$ cat config.mk
export PLATFORM = sky130hd
export DESIGN_NAME = dpa_collision_arbiter
export DESIGN_NICKNAME = d
export VERILOG_FILES = /design/src/rtl/dpa_pkg.sv /design/src/rtl/dpa_port_tracker.sv /design/src/rtl/dpa_collision_fsm.sv /design/src/rtl/dpa_write_gate.sv /design/src/rtl/dpa_collision_arbiter.sv
export SDC_FILE = /design/constraint.sdc
export NUM_CORES = 1
export LEC_CHECK = 0
export BUFFER_PORTS_ARGS = -buffer_cell sky130_fd_sc_hd__clkbuf_2
export CORE_MARGIN = 3
export CORE_UTILIZATION = 31
export CTS_BUF_LIST = sky130_fd_sc_hd__clkbuf_8
export DETAILED_ROUTE_END_ITERATION = 16
export GPL_ROUTABILITY_DRIVEN = 0
export PLACE_DENSITY_LB_ADDON = 0.3
export SLEW_MARGIN = 25
export SYNTH_ARGS = -nofsm -noshare
export SYNTH_HDL_FRONTEND = slang
export SYNTH_SLANG_ARGS = --single-unit
$ cat constraint.sdc
create_clock -name clk -period 1.4 [get_ports clk]
set_input_delay 0.07 -clock clk [delete_from_list [all_inputs] [get_ports clk]]
set_output_delay 0.07 -clock clk [all_outputs]
set_load 0.01 [all_outputs]
$ cat src/rtl/dpa_pkg.sv
package dpa_pkg;
  typedef enum logic [1:0] {
    COLL_NONE        = 2'd0,
    COLL_LEFT_LOSES  = 2'd1,
    COLL_RIGHT_LOSES = 2'd2
  } coll_e;
endpackage

$ cat src/rtl/dpa_port_tracker.sv
module dpa_port_tracker #(
  parameter int AW = 16
) (
  input  logic          clk,
  input  logic          rst_n,
  input  logic          ce,
  input  logic [AW-1:0] addr,
  output logic          fresh
);
  logic          ce_q, ce_d;
  logic [AW-1:0] addr_q, addr_d;
  logic          upd_en;

  // update only while a request is present or was present last cycle
  assign upd_en = ce | ce_q;

  always_comb begin
    ce_d   = ce;
    addr_d = ce ? addr : addr_q;
  end

  always_ff @(posedge clk or negedge rst_n) begin
    if (!rst_n) begin
      ce_q   <= 1'b0;
      addr_q <= '0;
    end else if (upd_en) begin
      ce_q   <= ce_d;
      addr_q <= addr_d;
    end
  end

  assign fresh = ce && (!ce_q || (addr != addr_q));

  // a request that just appeared is always fresh (R2/R3 basis)
  p_rise_is_fresh_r2: assert property (@(posedge clk) disable iff (!rst_n)
    (ce && !ce_q) |-> fresh);
endmodule

$ cat src/rtl/dpa_collision_fsm.sv
module dpa_collision_fsm
  import dpa_pkg::*;
#(
  parameter int AW = 16
) (
  input  logic          clk,
  input  logic          rst_n,
  input  logic          l_ce,
  input  logic [AW-1:0] l_addr,
  input  logic          l_fresh,
  input  logic          r_ce,
  input  logic [AW-1:0] r_addr,
  input  logic          r_fresh,
  output logic          l_busy,
  output logic          r_busy
);
  coll_e state_q, state_d;
  logic  match;

  assign match = l_ce && r_ce && (l_addr == r_addr);

  always_comb begin
    state_d = COLL_NONE;
    if (match) begin
      if (state_q != COLL_NONE)        state_d = state_q;
      else if (l_fresh && !r_fresh)    state_d = COLL_LEFT_LOSES;
      else                             state_d = COLL_RIGHT_LOSES;
    end
  end

  always_ff @(posedge clk or negedge rst_n) begin
    if (!rst_n) state_q <= COLL_NONE;
    else        state_q <= state_d;
  end

  assign l_busy = (state_d == COLL_LEFT_LOSES);
  assign r_busy = (state_d == COLL_RIGHT_LOSES);

  p_busy_exclusive_r5: assert property (@(posedge clk) disable iff (!rst_n)
    !(l_busy && r_busy));
  p_free_without_match_r1: assert property (@(posedge clk) disable iff (!rst_n)
    !match |-> (!l_busy && !r_busy));
  p_tie_goes_right_r4: assert property (@(posedge clk) disable iff (!rst_n)
    (match && l_fresh && r_fresh && state_q == COLL_NONE) |-> r_busy);
  p_left_loser_held_r8: assert property (@(posedge clk) disable iff (!rst_n)
    l_busy |=> (!match || l_busy));
  p_right_loser_held_r8: assert property (@(posedge clk) disable iff (!rst_n)
    r_busy |=> (!match || r_busy));
endmodule

$ cat src/rtl/dpa_write_gate.sv
module dpa_write_gate (
  input  logic clk,
  input  logic rst_n,
  input  logic ce,
  input  logic we,
  input  logic busy_n,
  output logic we_ok
);
  assign we_ok = ce & we & busy_n;

  p_busy_blocks_write_r6: assert property (@(posedge clk) disable iff (!rst_n)
    !busy_n |-> !we_ok);
  p_idle_no_write_r10: assert property (@(posedge clk) disable iff (!rst_n)
    !ce |-> !we_ok);
endmodule

$ cat src/rtl/dpa_collision_arbiter.sv
module dpa_collision_arbiter #(
  parameter int AW        = 16,
  parameter bit IS_MASTER = 1'b1
) (
  input  logic          clk,
  input  logic          rst_n,
  input  logic          l_ce,
  input  logic [AW-1:0] l_addr,
  input  logic          l_we,
  input  logic          r_ce,
  input  logic [AW-1:0] r_addr,
  input  logic          r_we,
  input  logic          l_busy_in_n,
  input  logic          r_busy_in_n,
  output logic          l_busy_n,
  output logic          r_busy_n,
  output logic          l_we_ok,
  output logic          r_we_ok
);
  localparam int NPORT = 2;

  logic [NPORT-1:0]         ce_v, we_v, fresh_v, busy_n_v, we_ok_v;
  logic [NPORT-1:0][AW-1:0] addr_v;
  logic                     l_busy_int, r_busy_int;

  assign ce_v   = {r_ce, l_ce};
  assign we_v   = {r_we, l_we};
  assign addr_v = {r_addr, l_addr};

  for (genvar g = 0; g < NPORT; g++) begin : g_port
    dpa_port_tracker #(.AW(AW)) u_trk (
      .clk(clk), .rst_n(rst_n), .ce(ce_v[g]), .addr(addr_v[g]),
      .fresh(fresh_v[g]));
    dpa_write_gate u_gate (
      .clk(clk), .rst_n(rst_n), .ce(ce_v[g]), .we(we_v[g]),
      .busy_n(busy_n_v[g]), .we_ok(we_ok_v[g]));
  end

  dpa_collision_fsm #(.AW(AW)) u_fsm (
    .clk(clk), .rst_n(rst_n),
    .l_ce(l_ce), .l_addr(l_addr), .l_fresh(fresh_v[0]),
    .r_ce(r_ce), .r_addr(r_addr), .r_fresh(fresh_v[1]),
    .l_busy(l_busy_int), .r_busy(r_busy_int));

  if (IS_MASTER) begin : g_master
    logic unused_ext;
    assign unused_ext = l_busy_in_n ^ r_busy_in_n;
    assign busy_n_v   = {~r_busy_int, ~l_busy_int};
  end else begin : g_slave
    logic unused_int;
    assign unused_int = l_busy_int ^ r_busy_int;
    assign busy_n_v   = {r_busy_in_n, l_busy_in_n};
  end

  assign l_busy_n = busy_n_v[0];
  assign r_busy_n = busy_n_v[1];
  assign l_we_ok  = we_ok_v[0];
  assign r_we_ok  = we_ok_v[1];

  if (!IS_MASTER) begin : g_slave_chk
    p_slave_passthru_r9: assert property (@(posedge clk) disable iff (!rst_n)
      (l_busy_n == l_busy_in_n) && (r_busy_n == r_busy_in_n));
  end
endmodule

==> impl_results.md <==
- Fmax: 479 MHz
- Via-per-instance ratio: 4.55
- First-pass GRT wire length: 7090 um
- Seq/Total Area, Yosys: 47.2%
- Pre-CTS WS: -0.497 ns
- Antenna-violating nets left: 0
- GRT Total Usage: 12.7%
- Via count: 1378
- H-tree Lvls: 2
- XOR/XNOR Fraction of Synth Area: 22.0%
- Most common cell after layout, fill and taps aside: clkbuf_2
- PwrDens: 955 nW/um2
- Multi-input logic area: 1030 um2
- First drt pass iteration count: 4
- Status: finished with violations
- Failing checks: negative setup slack
- Overall Power: 2490 uW
- Critical Path, Cell by Cell: xor2_1 -> nor4_2 -> nand3_1 -> o21ai_2 -> a21oi_2 -> or3_1 -> buf_2
- Max FO, Critical Path: 3
- RSZ-0062 raised after global routing: true
- Inserted Clock Buffers: 5
- Setup Viol. Count Final: 6
- Ys Warns: 0
- Adder-Cell Fraction of Synth Area: 0%
- Max Cap Viol: 0
- Design Area, Final: 2610 um2
- Worst VDD drop: 0.651 mV
- # diodes: 0
- Chip Width: 84.5 um
- Avg Inst Size Synth: 12.6 um2
- Complex-gate fraction of the synthesized area: 2.10%
- Initial core utilization: 33.2%
- Synth-to-Final Area Change: 36.6%
- Standard-cell rows: 27
- Storage cell area: 901 um2
- DRC viols: 0
- Core ar.: 5740 um2
- Die ar.: 7130 um2
- Post-Synth Simple-Gate Area: 8.00%
- Crit path time final: 2.09 ns
- Final clock period utilization by the worst path: 149%
- Setup CP Type: reg -> out
- Worst setup SP type: register
- Hold Vio Cnt, Final: 0
- Initial antenna violation count: 0
- Clock Path Buffers: 2
- Mux share of post-synthesis cell area: 18.9%
- IO Pins: 44
- Congestion Overflow GR: 0
- CP max-delay cell: dfrtp_1
- Worst EP arrival: 2.02 ns
- DP HPWL: 3270 um
- CP required: 1.33 ns
- Area after DPL: 2440 um2
- Leak: 0.00114 uW
- Final Max Slew Viols: 0
- Syn_nets: 191
- Clock Root Buffer: clkbuf_8
- Worst-Margin Slew: 0.466 ns
- Initial DRC Count: 90
- Setup TNS: -3.22 ns
- CTS tree: done
- Clk sink count: 36
- Buffers on Ports: 41
- Largest net degree at the start of global routing: 37
- Synth Instances: 151
- Crit. End Element: output port
- Relative slew slack: 69.0%
- Routed wire length: 4160 um
- Share of cells above drive strength 1: 55.8%
- Routed wire per std cell: 13.7 um
- Distinct cell type count of the synthesized netlist: 23
- Most frequent cells in the layout: 39 x clkbuf_2, 36 x dfrtp_1, 36 x buf_4, 32 x mux2_2, 31 x xnor2_1
- Fill count: 571
- Worst-Skew Late Latency: 0.29 ns
- Skew final: 0.00250 ns
- Die Height: 84.5 um
- Largest family of logic cells by synthesized area: XOR/XNOR gates
- Slowest stage delay, CP: 0.39 ns
- Vias in the first global route: 1467
- Layout Nets: 270
- Clock-pin slew on the worst setup and hold paths: 0.07 ns
- Worst setup margin: -0.688 ns
- Flops & latches, synth: 36
- Min Hold Slack: 0.0783 ns
- Hold Path Class: in -> reg
- Post-Syn Area: 1910 um2
-- final cells by class --
| cell class | instances | area share [%] |
|---|---|---|
| multi-input combinational | 109 | 39.6 |
| tap | 72 | 3.46 |
| sequential | 36 | 34.6 |
| clock inverter | 2 | 0.384 |
| clock buffer | 6 | 3.17 |
| timing repair buffer | 78 | 18.9 |
-- path summary, 6_finish.rpt --
| path | end | slack [ns] | from | depth (start not counted) |
|---|---|---|---|---|
| worst max-delay path | r_busy_n | -0.69 | g_port[0].u_trk.addr_q[8]$_DFFE_PN0P_ | 7 |
| worst min-delay path | g_port[1].u_trk.addr_q[8]$_DFFE_PN0P_ | 0.08 | r_addr[8] | 2 |
| worst max register to register | u_fsm.state_q[0]$_DFF_PN0_ | -0.30 | g_port[0].u_trk.addr_q[8]$_DFFE_PN0P_ | 7 |
| worst min register to register | g_port[1].u_trk.addr_q[3]$_DFFE_PN0P_ | 0.53 | g_port[1].u_trk.addr_q[3]$_DFFE_PN0P_ | 1 |
| max in group asynchronous | g_port[1].u_trk.addr_q[0]$_DFFE_PN0P_ | 0.71 | rst_n | 3 |
| min in group asynchronous | g_port[0].u_trk.addr_q[12]$_DFFE_PN0P_ | 0.35 | rst_n | 3 |
-- per-layer routing --
| layer | part of all wire, % | GRT usage [%] | wire length [um] |
|---|---|---|---|
| met5 | 0 | 0 | 0 |
| met4 | 1.6 | 4.75 | 68 |
| met3 | 4.6 | 3.04 | 190 |
| met2 | 45 | 19.1 | 1870 |
| met1 | 49 | 17.7 | 2030 |
-- sequential cells by signal, indices dropped and copies added, names as in the netlist --
| register | cells |
|---|---|
| u_fsm.state_q | 2 |
| g_port.u_trk.ce_q | 2 |
| g_port.u_trk.addr_q | 32 |
-- logic make-up after synthesis --
kind of cell,count (synthesis)
XOR/XNOR,48
buffers and inverters,6
multiplexers,32
AO/OA/AOI/OAI,5
AND/OR/NAND/NOR,24
flip-flops,36
-- synthesized netlist by cell type --
master	instances	area, um2
mux2_2	32	360
nor4_1	5	31.3
o21ba_1	1	10.0
buf_1	2	7.51
buf_6	1	11.3
a221o_1	1	10.0
nand3_2	1	10.0
or2b_2	1	8.76
or3_1	1	6.26
buf_4	1	7.51
o311a_1	1	10.0
nor3b_1	2	15.0
clkbuf_1	2	7.51
xor2_1	15	131
dfrtp_1	36	901
xnor2_1	33	289
o21ai_1	1	5.00
nand4_1	7	43.8
nand3_1	4	20.0
and2_1	1	6.26
a21oi_1	1	5.00
nor3_1	1	5.00
and3_1	1	6.26
-- worst max-delay path: cells and delay by family, from the launching register on --
family                 cells  cell delay [ns]
buffers and inverters      1             0.14
AO/OA/AOI/OAI              2             0.23
XOR/XNOR                   1             0.16
flip-flops                 1             0.39
AND/OR/NAND/NOR            3             0.82
-- power by group --
group | switching (uW) | total (uW) | internal [uW]
clock network | 374 | 766 | 393
logic | 222 | 526 | 304
registers | 60.6 | 1200 | 1140
total | 656 | 2490 | 1830
-- repair_timing --
item	4_1_cts	5_1_grt
endpoints found under the setup margin	6	6
endpoints found under the hold margin	36	0
hold buffers	1	0
gates resized for setup	4	8
pin swaps	7	5
setup buffers	0	0
-- through the flow --
step                util [%]  cells
floorplan                  -    151
global placement        42.6    294
detailed placement      42.6    294
CTS                     44.7    303
global route            45.4    303
finish                  45.4    303
Note: power is estimated with default switching activity, not from simulation.
